## src/rtl/usb_ls_pkg.sv

```systemverilog
`timescale 1ns/1ps
package usb_ls_pkg;

    typedef enum logic [1:0] {
        LS_SE0 = 2'b00,
        LS_J   = 2'b01,
        LS_K   = 2'b10,
        LS_SE1 = 2'b11
    } line_code_e;

    typedef enum logic [1:0] {
        MODE_FULL  = 2'd0,
        MODE_HIGH  = 2'd1,
        MODE_CHIRP = 2'd2
    } bus_mode_e;

    typedef enum logic [1:0] {
        TMR_ARMED      = 2'd0,
        TMR_COUNTING   = 2'd1,
        TMR_RESET_SEEN = 2'd2
    } idle_state_e;

    // Full-speed transceiver wins regardless of termination.
    function automatic bus_mode_e mode_of(input logic xcvr, input logic term);
        if (xcvr)      return MODE_FULL;
        else if (term) return MODE_CHIRP;
        else           return MODE_HIGH;
    endfunction

endpackage

```

## src/rtl/ls_sync.sv

```systemverilog
`timescale 1ns/1ps
module ls_sync #(
    parameter int WIDTH  = 4,
    parameter int STAGES = 2
) (
    input  logic             clk,
    input  logic             rst_n,
    input  logic [WIDTH-1:0] d,
    output logic [WIDTH-1:0] q
);
    localparam int LAST = STAGES - 1;

    logic [WIDTH-1:0] chain_q [STAGES];

    always_ff @(posedge clk or negedge rst_n) begin
        if (!rst_n) begin
            for (int i = 0; i < STAGES; i++) chain_q[i] <= '0;
        end else begin
            chain_q[0] <= d;
            for (int i = 1; i < STAGES; i++) chain_q[i] <= chain_q[i-1];
        end
    end

    assign q = chain_q[LAST];
endmodule

```

## src/rtl/ls_decode.sv

```systemverilog
`timescale 1ns/1ps
module ls_decode
    import usb_ls_pkg::*;
(
    input  bus_mode_e  mode,
    input  logic       dp,
    input  logic       dm,
    input  logic       hs_diff,
    input  logic       sq,
    output line_code_e code
);
    line_code_e se_code;

    // Single-ended view used by full-speed operation.
    always_comb begin
        unique case ({dp, dm})
            2'b00:   se_code = LS_SE0;
            2'b10:   se_code = LS_J;
            2'b01:   se_code = LS_K;
            default: se_code = LS_SE1;
        endcase
    end

    always_comb begin
        unique case (mode)
            MODE_FULL:  code = se_code;
            MODE_HIGH:  code = sq ? LS_SE0 : LS_J;
            MODE_CHIRP: code = sq ? LS_SE0 : (hs_diff ? LS_J : LS_K);
            default:    code = se_code;
        endcase
    end
endmodule

```

## src/rtl/ls_idle_timer.sv

```systemverilog
`timescale 1ns/1ps
module ls_idle_timer
    import usb_ls_pkg::*;
#(
    parameter int unsigned IDLE_CYCLES = 180000
) (
    input  logic       clk,
    input  logic       rst_n,
    input  logic       hs_sel,
    input  line_code_e line_code,
    output logic       reset_det
);
    localparam int CNT_W = (IDLE_CYCLES > 2) ? $clog2(IDLE_CYCLES) : 1;
    localparam logic [CNT_W-1:0] LAST_CNT = CNT_W'(IDLE_CYCLES - 1);

    idle_state_e state_q, state_d;
    logic [CNT_W-1:0] cnt_q, cnt_d;
    logic idle_now;

    assign idle_now = hs_sel && (line_code == LS_SE0);

    // State register.
    always_ff @(posedge clk or negedge rst_n) begin
        if (!rst_n) begin
            state_q <= TMR_ARMED;
            cnt_q   <= '0;
        end else begin
            state_q <= state_d;
            cnt_q   <= cnt_d;
        end
    end

    // Next state and counter.
    always_comb begin
        state_d = state_q;
        cnt_d   = cnt_q;
        unique case (state_q)
            TMR_ARMED: begin
                if (idle_now) begin
                    state_d = TMR_COUNTING;
                    cnt_d   = CNT_W'(1);
                end
            end
            TMR_COUNTING: begin
                if (!idle_now) begin
                    state_d = TMR_ARMED;
                    cnt_d   = '0;
                end else if (cnt_q == LAST_CNT) begin
                    state_d = TMR_RESET_SEEN;
                end else begin
                    cnt_d = cnt_q + CNT_W'(1);
                end
            end
            TMR_RESET_SEEN: begin
                if (!idle_now) begin
                    state_d = TMR_ARMED;
                    cnt_d   = '0;
                end
            end
            default: begin
                state_d = TMR_ARMED;
                cnt_d   = '0;
            end
        endcase
    end

    // Outputs.
    always_comb begin
        unique case (state_q)
            TMR_RESET_SEEN: reset_det = 1'b1;
            default:        reset_det = 1'b0;
        endcase
    end
endmodule

```

## src/rtl/usb_linestate_top.sv

```systemverilog
`timescale 1ns/1ps
module usb_linestate_top
    import usb_ls_pkg::*;
#(
    parameter int unsigned CLK_HZ  = 60_000_000,
    parameter int unsigned IDLE_US = 3000
) (
    input  logic       clk,
    input  logic       rst_n,
    input  logic       dp_rx,
    input  logic       dm_rx,
    input  logic       hs_diff_rx,
    input  logic       squelch,
    input  logic       xcvr_sel,
    input  logic       term_sel,
    output logic [1:0] line_state,
    output logic       bus_reset_det
);
    localparam longint unsigned CYC64 =
        (64'(CLK_HZ) * 64'(IDLE_US)) / 64'd1_000_000;
    localparam int unsigned IDLE_CYCLES = 32'(CYC64);

    logic [3:0] raw_in, sync_out;
    logic dp_s, dm_s, diff_s, sq_s;
    bus_mode_e mode;
    line_code_e code_d, line_q;

    assign raw_in = {dp_rx, dm_rx, hs_diff_rx, squelch};

    ls_sync #(.WIDTH(4), .STAGES(2)) u_sync (
        .clk   (clk),
        .rst_n (rst_n),
        .d     (raw_in),
        .q     (sync_out)
    );

    assign {dp_s, dm_s, diff_s, sq_s} = sync_out;
    assign mode = mode_of(xcvr_sel, term_sel);

    ls_decode u_dec (
        .mode    (mode),
        .dp      (dp_s),
        .dm      (dm_s),
        .hs_diff (diff_s),
        .sq      (sq_s),
        .code    (code_d)
    );

    always_ff @(posedge clk or negedge rst_n) begin
        if (!rst_n) line_q <= LS_SE0;
        else        line_q <= code_d;
    end

    assign line_state = line_q;

    ls_idle_timer #(.IDLE_CYCLES(IDLE_CYCLES)) u_timer (
        .clk       (clk),
        .rst_n     (rst_n),
        .hs_sel    (!xcvr_sel),
        .line_code (line_q),
        .reset_det (bus_reset_det)
    );
endmodule

```

## config.mk

```make
export PLATFORM = sky130hd
export DESIGN_NAME = usb_linestate_top
export DESIGN_NICKNAME = d
export VERILOG_FILES = /design/src/rtl/usb_ls_pkg.sv /design/src/rtl/ls_sync.sv /design/src/rtl/ls_decode.sv /design/src/rtl/ls_idle_timer.sv /design/src/rtl/usb_linestate_top.sv
export SDC_FILE = /design/constraint.sdc
export NUM_CORES = 1
export LEC_CHECK = 0
export BUFFER_PORTS_ARGS = -buffer_cell sky130_fd_sc_hd__buf_4
export CAP_MARGIN = 20
export CORE_MARGIN = 1
export CORE_UTILIZATION = 50
export DETAILED_ROUTE_END_ITERATION = 8
export PLACE_DENSITY_LB_ADDON = 0.12
export REMOVE_ABC_BUFFERS = 1
export SLEW_MARGIN = 10
export SYNTH_ARGS = -nofsm -noshare
export SYNTH_HDL_FRONTEND = slang
export SYNTH_SLANG_ARGS = --single-unit
```

## constraint.sdc

```tcl
create_clock -name clk -period 3.57 [get_ports clk]
set_input_delay 0.714 -clock clk [delete_from_list [all_inputs] [get_ports clk]]
set_output_delay 0.714 -clock clk [all_outputs]
set_load 0.02 [all_outputs]
```

==> flow_summary.ini <==
[floorplan]
die_y_um = 56.09
core-area_um2 = 2758
rows = 19
die_area_um2 = 3146
start_util_pct = 53.04
die_w_um = 56.09
io_pins = 11

[setup_path]
arrival_ns = 1.35
required_ns = 2.86
cpPeakStageDelay_ns = 0.49
critPathSlowestCell = dfrtp_1
cp-end-kind = output pin
crit_chain = inv_1, nor2_1, buf_4
startpoint_type = register
worst-path-max-fanout = 7
critical_path_class = reg2out

[clock_network]
post_cts_buffers = 0
clk_pin_slew_ns = 0.10
cts_tree = done
clock_latency_ns = 0.33
htree_levels = 2
cts_hold_buf = 0
root_buffer = clkbuf_4
clockBufferDepth = 2
cts_sinks = 30
cts_buffers = 5
cts_resized = 0

[layout]
diodes = 0
fill_cells = 233
mostFrequentLayoutCell = dfrtp_1
areaGrowthSynthToFinish_pct = 10.69
drive_above_1_share_pct = 15.19
num-nets-final = 166
final_cell_mix = dfrtp_1, nor2_1, buf_4

[global_routing]
grt_pass1_wl_mm = 5.037
grt_max_degree = 31
grt-ovfl-total = 0
first_global_vias = 1167
grt_usage_pct = 21.17
antenna_found_initial = 0

[sta]
rsz0062_at_grt = false
fin_crit_sh_pct = 57.95
slew_viol_final = 0
setup_ws_ns = 1.501
final-setup-viol-count = 0
finalHoldViolations = 0
clock_skew_ns = 0.01253
fmax_mhz = 483.4
tightest_slew_ns = 0.6264
slew_headroom_pct = 57.99
fin_tns_setup_ns = 0
finalCriticalPeriod_ns = 2.069

[synthesis]
synth_area_um2 = 1463
ys_types = 40
synth-seq-area-share_pct = 51.33
avgSynthCellArea_um2 = 10.16
synth.largest_area_cell = dfrtp_1
ys_ff_latch = 30
yosysWarnings = 0
synthTopCellsByArea = dfrtp_1, nor2_1, or3_1
synth_top_area_share_pct = 51.33
syn_inst = 144

[power]
power_uw = 688.3
ir_drop_mv = 0.4474
p_leak_nw = 0.6809
power_density_nw_per_um2 = 425.1

[place]
io_buffers = 10
pre_cts_ws_ns = 1.184
place.gp.congestion = 0.9201
place_hpwl_mm = 2.056

[detailed_routing]
drtIter0Drc = 33
postRouteAntennaNets = 0
vias_per_cell = 5.868
dr.pass1.iters = 4
wl_per_cell_um = 14.79
routed_wl_mm = 2.795
drc_errors = 0
vias = 1109

[job]
drv_cap = 0

[min_path]
hold_path_class = in2async

[outcome]
status = completed
## state kept, by name, indices dropped and copies added (netlist names)
signal           count
u_sync.q             4
u_timer.state_q      2
line_state           2
u_timer.cnt_q       18
u_sync.chain_q       4
## cells in the mapped netlist
library cell,n
dfrtp_1,30
nor2_1,17
nand3_1,8
or3_1,8
o21ai_0,7
inv_1,6
nand2_1,6
a21oi_1,5
nor3_1,5
nand4_1,4
xnor2_1,4
xor2_1,4
a31oi_1,3
buf_6,3
nor4_1,3
a21boi_0,2
a22o_1,2
and4_1,2
o31ai_1,2
o31ai_2,2
or2_2,2
a211oi_1,1
a21o_1,1
a32o_1,1
and2_1,1
and3_1,1
buf_2,1
clkbuf_1,1
ha_1,1
mux2i_1,1
nand2b_1,1
nand4bb_1,1
nor2b_1,1
nor3b_1,1
nor4_4,1
nor4b_1,1
o21a_1,1
o22ai_1,1
o31a_1,1
or2_1,1
## metal layers
layer	GRT usage [%]	part of all wire, %	vias to the layer above
met5	0	0	-
met4	10.80	2.6	0
met3	6.977	3.3	8
met2	34.35	48	19
met1	25.04	46	538
li1	-	-	544
## where the power goes
part           leakage, nW  internal (mW)  switching [mW]
Clock               0.0450          0.145           0.120
Sequential           0.393          0.351          0.0107
Combinational        0.243         0.0231          0.0383
## per-stage QoR
stage | util (%) | hold slack [ns] | cells | instance area (um2)
2_1_floorplan | - | 0.3312 | 139 | 1420
3_3_place_gp | 55.90 | 0.3370 | 181 | 1541
3_5_place_dp | 55.90 | 0.3355 | 181 | 1541
4_1_cts | 58.71 | 0.2936 | 189 | 1619
5_1_grt | 58.71 | 0.2945 | 189 | 1619
6_report | 58.71 | 0.2881 | 189 | 1619
## area by class of cell
cell class	count	area (um2)	share of cell area, %
clock buffer	5	37.54	2.318
sequential	30	750.7	46.37
clock inverter	3	40.04	2.473
multi-input combinational	103	646.9	39.95
inverter	6	22.52	1.391
timing repair buffer	11	82.58	5.100
tap	31	38.79	2.396
## worst paths after layout
| path | end | depth (start not counted) | slack [ns] | startpoint |
|---|---|---|---|---|
| max | bus_reset_det | 3 | 1.50 | u_timer.state_q[1]$_DFFE_PN0P_ |
| min | u_timer.cnt_q[7]$_DFFE_PN0P_ | 1 | 0.29 | rst_n |
| max reg2reg | u_timer.cnt_q[3]$_DFFE_PN0P_ | 6 | 1.52 | u_timer.cnt_q[1]$_DFFE_PN0P_ |
| min reg2reg | u_sync.q[2]$_DFF_PN0_ | 0 | 0.36 | u_sync.chain_q[6]$_DFF_PN0_ |
| max in group asynchronous | u_sync.chain_q[6]$_DFF_PN0_ | 1 | 3.00 | rst_n |
| min in group clk | u_sync.q[2]$_DFF_PN0_ | 0 | 0.36 | u_sync.chain_q[6]$_DFF_PN0_ |
## logic make-up after synthesis
| family | share of synthesized area [%] |
|---|---|
| fa+ha+maj | 0.8553 |
| compound gates | 13.60 |
| mux | 0.6844 |
| xor+xnor | 4.790 |
| buf+inv | 4.447 |
| flops | 51.33 |
| simple gates | 24.30 |
## critical path: cells and delay by family (launching register included)
family | cells | cell delay [ns]
flip-flops | 1 | 0.49
buffers and inverters | 2 | 0.30
AND/OR/NAND/NOR | 1 | 0.24
Note: power is estimated with default switching activity, not from simulation.
